### config.mk
export PLATFORM = sky130hd
export DESIGN_NAME = sync_preset_counter
export DESIGN_NICKNAME = d
export VERILOG_FILES = /design/src/rtl/ctr_pkg.sv /design/src/rtl/ctr_act_sel.sv /design/src/rtl/ctr_step.sv /design/src/rtl/ctr_tc.sv /design/src/rtl/sync_preset_counter.sv
export SDC_FILE = /design/constraint.sdc
export NUM_CORES = 1
export LEC_CHECK = 0
export ABC_AREA = 0
export BUFFER_PORTS_ARGS = -buffer_cell sky130_fd_sc_hd__buf_2
export CORE_AREA = 2 2 39 41
export DETAILED_ROUTE_END_ITERATION = 10
export DIE_AREA = 0 0 41 43
export GPL_ROUTABILITY_DRIVEN = 0
export MAX_ROUTING_LAYER = met4
export PLACE_DENSITY = 0.51
export SLEW_MARGIN = 10
export SYNTH_ARGS = -nofsm -noshare
export SYNTH_HDL_FRONTEND = slang
export SYNTH_SLANG_ARGS = --single-unit
### constraint.sdc
create_clock -name clk -period 3.1 [get_ports clk]
set_input_delay 0.155 -clock clk [delete_from_list [all_inputs] [get_ports clk]]
set_output_delay 0.155 -clock clk [all_outputs]
set_load 0.05 [all_outputs]
### src/rtl/ctr_pkg.sv
package ctr_pkg;
    localparam int CW = 4;

    typedef enum logic [1:0] {
        ACT_CLEAR,
        ACT_LOAD,
        ACT_STEP,
        ACT_HOLD
    } ctr_act_e;
endpackage

### src/rtl/ctr_act_sel.sv
module ctr_act_sel
    import ctr_pkg::*;
#(
    parameter bit SYNC_CLR = 1'b1
) (
    input  logic     clr_n,
    input  logic     load_n,
    input  logic     ena_par,
    input  logic     ena_trk,
    output ctr_act_e act
);
    // Priority: clear, then load, then step, then hold.
    always_comb begin
        if (SYNC_CLR && !clr_n)
            act = ACT_CLEAR;
        else if (!load_n)
            act = ACT_LOAD;
        else if (ena_par && ena_trk)
            act = ACT_STEP;
        else
            act = ACT_HOLD;
    end
endmodule

### src/rtl/ctr_step.sv
module ctr_step
    import ctr_pkg::*;
#(
    parameter bit DECADE = 1'b1
) (
    input  logic [CW-1:0] cur,
    output logic [CW-1:0] nxt
);
    generate
        if (DECADE) begin : g_dec
            logic [CW-1:0] flip;
            // Toggle form: wraps 9 to 0 and sends codes 10..15 home in two steps.
            always_comb begin
                flip[0] = 1'b1;
                flip[1] = cur[0] & ~cur[3];
                flip[2] = cur[0] & cur[1];
                flip[3] = (cur[0] & cur[1] & cur[2]) | (cur[0] & cur[3]);
                nxt     = cur ^ flip;
            end
        end else begin : g_bin
            always_comb nxt = cur + 1'b1;
        end
    endgenerate
endmodule

### src/rtl/ctr_tc.sv
module ctr_tc
    import ctr_pkg::*;
#(
    parameter bit DECADE = 1'b1
) (
    input  logic [CW-1:0] q,
    input  logic          ena_trk,
    output logic          tc
);
    localparam logic [CW-1:0] TOP_CODE = DECADE ? CW'(9) : {CW{1'b1}};

    always_comb tc = ena_trk & (q == TOP_CODE);
endmodule

### src/rtl/sync_preset_counter.sv
module sync_preset_counter
    import ctr_pkg::*;
#(
    parameter bit DECADE    = 1'b1,
    parameter bit ASYNC_CLR = 1'b0
) (
    input  logic          clk,
    input  logic          clr_n,
    input  logic          load_n,
    input  logic          ena_par,
    input  logic          ena_trk,
    input  logic [CW-1:0] din,
    output logic [CW-1:0] q,
    output logic          tc
);
    localparam logic [CW-1:0] TOP_CODE = DECADE ? CW'(9) : {CW{1'b1}};

    ctr_act_e      act;
    logic [CW-1:0] cnt;
    logic [CW-1:0] cnt_nxt;
    logic [CW-1:0] stepped;

    ctr_act_sel #(.SYNC_CLR(!ASYNC_CLR)) u_sel (
        .clr_n  (clr_n),
        .load_n (load_n),
        .ena_par(ena_par),
        .ena_trk(ena_trk),
        .act    (act)
    );

    ctr_step #(.DECADE(DECADE)) u_step (
        .cur(cnt),
        .nxt(stepped)
    );

    // Next-state selection on the chosen action.
    always_comb begin
        cnt_nxt = cnt;
        unique case (act)
            ACT_CLEAR: cnt_nxt = '0;
            ACT_LOAD:  cnt_nxt = din;
            ACT_STEP:  cnt_nxt = stepped;
            ACT_HOLD:  cnt_nxt = cnt;
        endcase
    end

    // State register: the clear style picks the sensitivity list.
    generate
        if (ASYNC_CLR) begin : g_areg
            always_ff @(posedge clk or negedge clr_n) begin
                if (!clr_n) cnt <= '0;
                else        cnt <= cnt_nxt;
            end
        end else begin : g_sreg
            always_ff @(posedge clk) cnt <= cnt_nxt;
        end
    endgenerate

    // Outputs.
    assign q = cnt;

    ctr_tc #(.DECADE(DECADE)) u_tc (
        .q      (cnt),
        .ena_trk(ena_trk),
        .tc     (tc)
    );

    // Checks start after the first edge.
    logic past_ok = 1'b0;
    always_ff @(posedge clk) past_ok <= 1'b1;

    assert_clear_zero_R3: assert property (@(posedge clk) disable iff (!past_ok)
        !clr_n |=> q == '0);

    assert_load_R5: assert property (@(posedge clk) disable iff (!past_ok)
        (clr_n && !load_n) |=> (!clr_n || q == $past(din)));

    assert_hold_R6: assert property (@(posedge clk) disable iff (!past_ok)
        (clr_n && load_n && !(ena_par && ena_trk)) |=> (!clr_n || $stable(q)));

    assert_tc_gate_R7: assert property (@(posedge clk) disable iff (!past_ok)
        tc |-> (ena_trk && q == TOP_CODE));

    generate
        if (ASYNC_CLR) begin : g_achk
            assert_async_zero_R4: assert property (@(posedge clk) disable iff (!past_ok)
                !clr_n |-> q == '0);
        end
        if (DECADE) begin : g_dchk
            assert_legal_stays_R1: assert property (@(posedge clk) disable iff (!past_ok)
                (clr_n && load_n && ena_par && ena_trk && q <= CW'(9))
                |=> (!clr_n || q <= CW'(9)));
            assert_no_tc_illegal_R8: assert property (@(posedge clk) disable iff (!past_ok)
                (q > CW'(9)) |-> !tc);
        end else begin : g_bchk
            assert_bin_wrap_R2: assert property (@(posedge clk) disable iff (!past_ok)
                (clr_n && load_n && ena_par && ena_trk && q == TOP_CODE)
                |=> (!clr_n || q == '0));
        end
    endgenerate
endmodule

Word-level counts from Yosys, hierarchy flattened
Cells that the tools add are included.

Register bits after elaboration: 4. Latch bits: 0. RAM bits: 0. Memory bits (read-only): 0. Output and inout port bits: 5. Word-level logic and storage cells: 19. Memories kept: 0.

Add/subtract/negate cells: 0. Multipliers: 0. Divide/modulo/power cells: 0. Order comparisons: 0. Equality and inequality tests: 4. Shifts and indexed selects: 0. Multiplexer cells: 4. Bitwise operators: 8. Reductions and logical operators: 2.

Operators with widths (count): $pmux W4 S3 (1); $and A1 B1 Y1 (5); $eq A2 B2 Y1 const B (2); $eq A4 B4 Y1 const B (1); $mux W2 (2); $xor A4 B4 Y4 (1); $eq A2 B1 Y1 const B (1); $logic_not A2 Y1 (1); $logic_and A1 B1 Y1 (1); $mux W1 (1); $not A1 Y1 (1); $or A1 B1 Y1 (1).

Logic depth before layout (Yosys ltp)
Word-level depth: 6. Depth in mapped cells: 5. Gate-level depth less buffers: 5.

Modules after synthesis
From an unflattened synthesis, not the netlist that was laid out.

Cell total of the unflattened synthesis: 30. Area total of the unflattened synthesis: 301.5 µm².

By module, submodules not included: sync_preset_counter (instances 1, cells an instance 18, area an instance 214.0 µm²); ctr_step (instances 1, cells an instance 7, area an instance 57.6 µm²); ctr_act_sel (instances 1, cells an instance 3, area an instance 17.5 µm²); ctr_tc (instances 1, cells an instance 2, area an instance 12.5 µm²).

Worst setup path before layout
Ideal clock, no wire load.

Kind: register to output. From: reg cnt[1], in the netlist q[1]. To: out tc. Arrival time: 2.062 ns. Required time: 2.945 ns. Slack: 0.883 ns. Stages on the path, launching flop included: 3. Path through: edfxtp_1 > nand3b_1 > nor3b_1.

Cells in the longest elaborated chain, start to end: 2.

RTL lines: start, declared (RTL line sync_preset_counter.sv:19) `logic [CW-1:0] cnt;`; start signal, assigned (RTL line sync_preset_counter.sv:55) `always_ff @(posedge clk) cnt <= cnt_nxt;`; $eq A4 B4 Y1 (RTL line ctr_tc.sv:12) `always_comb tc = ena_trk & (q == TOP_CODE);`; $and A1 B1 Y1 (RTL line ctr_tc.sv:12); end, declared (RTL line sync_preset_counter.sv:14) `output logic tc`.

Every way passes these cells.

Worst setup path after layout
Ends and elaborated chain as after synthesis.

==> metrics.cfg <==
[synthesis]
ys_warn_count=0
synth_area_leaders=edfxtp_1 47%, nand2_1 7.4%, o21ai_0 5.9%
yosysTopAreaCellShare=0.471
syn_area_per_cell_um2=10.2
synth_cell_types=16
synth_seq_cells=4
syn_area_um2=255
synth_fp_nets=35
yosysSeqAreaShare=0.471
netlist_instances=25
synth_top_area_cell=edfxtp_1

[cts]
post-cts-setup-buffers=0
cts_tree=built
clockBufferDepth=2
cts_hold_buf=0
cts-htree-levels=1
cts.reportedPaths.clkPinSlew_ns=0.04
clk_latency_ns=0.24
cts_made_buffers=3
clock_sinks=4
clockRootBuffer=clkbuf_4
cts_resized=0

[timing]
rsz0062_at_grt=no
slew_headroom=0.829
fin_crit_ns=1.46
post-route-period-util=0.469
final-hold-violation-count=0
slew_violations=0
fin_setup_tns_ns=0
setup_violations=0
fin_skew_ns=0.00272
fmax_mhz=687
tightest_slew_ns=0.256

[worst_setup_path]
crit_fanout=4
r2r-start=q[0]
worstSetupEndpointType=output pin
critPathRequiredTime_ns=2.94
startpoint_type=register
arrival_ns=1.30
setup.worst_path.start=q[1]
path_class=register to output pin

[final_layout]
final_cell_mix=13 x buf_2, 5 x nand2_1, 4 x edfxtp_1, 3 x o21ai_0, 3 x clkbuf_4
drive_gt1_frac=0.463
fin_cells=57
num_antenna_cells=0
syn_to_final_growth_pct=42.2
fillers=155
largest_reg_flops=4
layout_commonest_cell=buf_2
fin_area_um2=363
regMostFlops=q
nNetsFinal=53
fin_util=0.262
top_regs=q x4

[place]
numPortBuffers=13
placed_cells=54
dpl_cell_area_um2=340

[pwr]
p_total_uw=177
p_per_area_mw_per_mm2=488
peakVddDrop_mv=0.123
p_leak_nw=0.164

[detailed_routing]
drc=0
wl_per_cell_um=9.44
first_iter_violations=4
drtAntennaViolNets=0
vias=226
vias_per_cell=3.96
drtPass1Iterations=3
routed_wl_um=538

[die]
core_mm2=0.00138
start_util=0.184
io-pin-count=14
die_w_um=41
rows=14
dieArea_mm2=0.00176
die_h_um=43

[global_routing]
antenna_found_initial=0
track_usage=0.0858
first_global_vias=244
grt_pass1_wl_um=917
overflow=0
grt_max_degree=7

[run_status]
run_status=completed

[hold_path]
hold_class=input pin to register
worstHoldStart=din[2]

[job]
drv_cap=0

-- critical path: stages, from the launching register on --
cell and delay, ns:
edfxtp_1 0.42, nand3b_1 0.18, nor3b_1 0.18, buf_2 0.29
-- path summary, 6_finish.rpt --
check	end	cells after the start	slack (ns)
setup / recovery	tc	3	1.64
hold / removal	q[2]	3	0.19
setup reg to reg	q[3]	5	1.78
hold reg to reg	q[1]	2	0.69
-- cells in the mapped netlist --
cell / instances
nand2_1: 5
edfxtp_1: 4
o21ai_0: 3
and2_2: 1
ha_1: 1
inv_1: 1
mux2i_1: 1
nand3_1: 1
nand3b_1: 1
nand4_1: 1
nor2_1: 1
nor2b_1: 1
nor2b_4: 1
nor3b_1: 1
o21ai_2: 1
xnor2_1: 1
-- metrics by stage --
stage / hold slack [ns] / setup WS [ns]
2_1_floorplan: 0.342 / 0.883
3_3_place_gp: 0.434 / 1.79
3_5_place_dp: 0.434 / 1.79
4_1_cts: 0.190 / 1.63
5_1_grt: 0.224 / 1.54
6_report: 0.194 / 1.64
-- where the power goes --
| part | total (mW) | leakage (nW) | switching (mW) | internal [mW] |
|---|---|---|---|---|
| registers | 0.0705 | 0.0448 | 0.00522 | 0.0652 |
| clock network | 0.0655 | 0.0138 | 0.0222 | 0.0434 |
| logic | 0.0409 | 0.105 | 0.0267 | 0.0142 |
-- per-layer routing --
| layer | wire length (um) | global-route usage |
|---|---|---|
| met1 | 281 | 0.105 |
| met2 | 206 | 0.103 |
| met3 | 50 | 0.0314 |
| met4 | 0 | 0.0800 |
| met5 | 0 | - |
-- area by class of cell --
cell class | count | area, um^2 | share of cell area
Tap cell | 16 | 20.0 | 0.0552
Timing Repair Buffer | 13 | 65.1 | 0.179
Multi-Input combinational cell | 20 | 131 | 0.362
Clock buffer | 3 | 22.5 | 0.0621
Inverter | 1 | 3.75 | 0.0103
Sequential cell | 4 | 120 | 0.331
-- logic make-up (layout without fill, tap and decap cells) --
| family | after synthesis | after routing | share of synthesized area |
|---|---|---|---|
| buffers and inverters | 1 | 17 | 0.0147 |
| muxes | 1 | 1 | 0.0392 |
| adders and majority gates | 1 | 1 | 0.0490 |
| xor gates and xnor gates | 1 | 1 | 0.0343 |
| and+or+nand+nor | 13 | 13 | 0.299 |
| DFF | 4 | 4 | 0.471 |
| AOI/OAI and AO/OA | 4 | 4 | 0.0931 |
(Power assumes the default switching activity.)
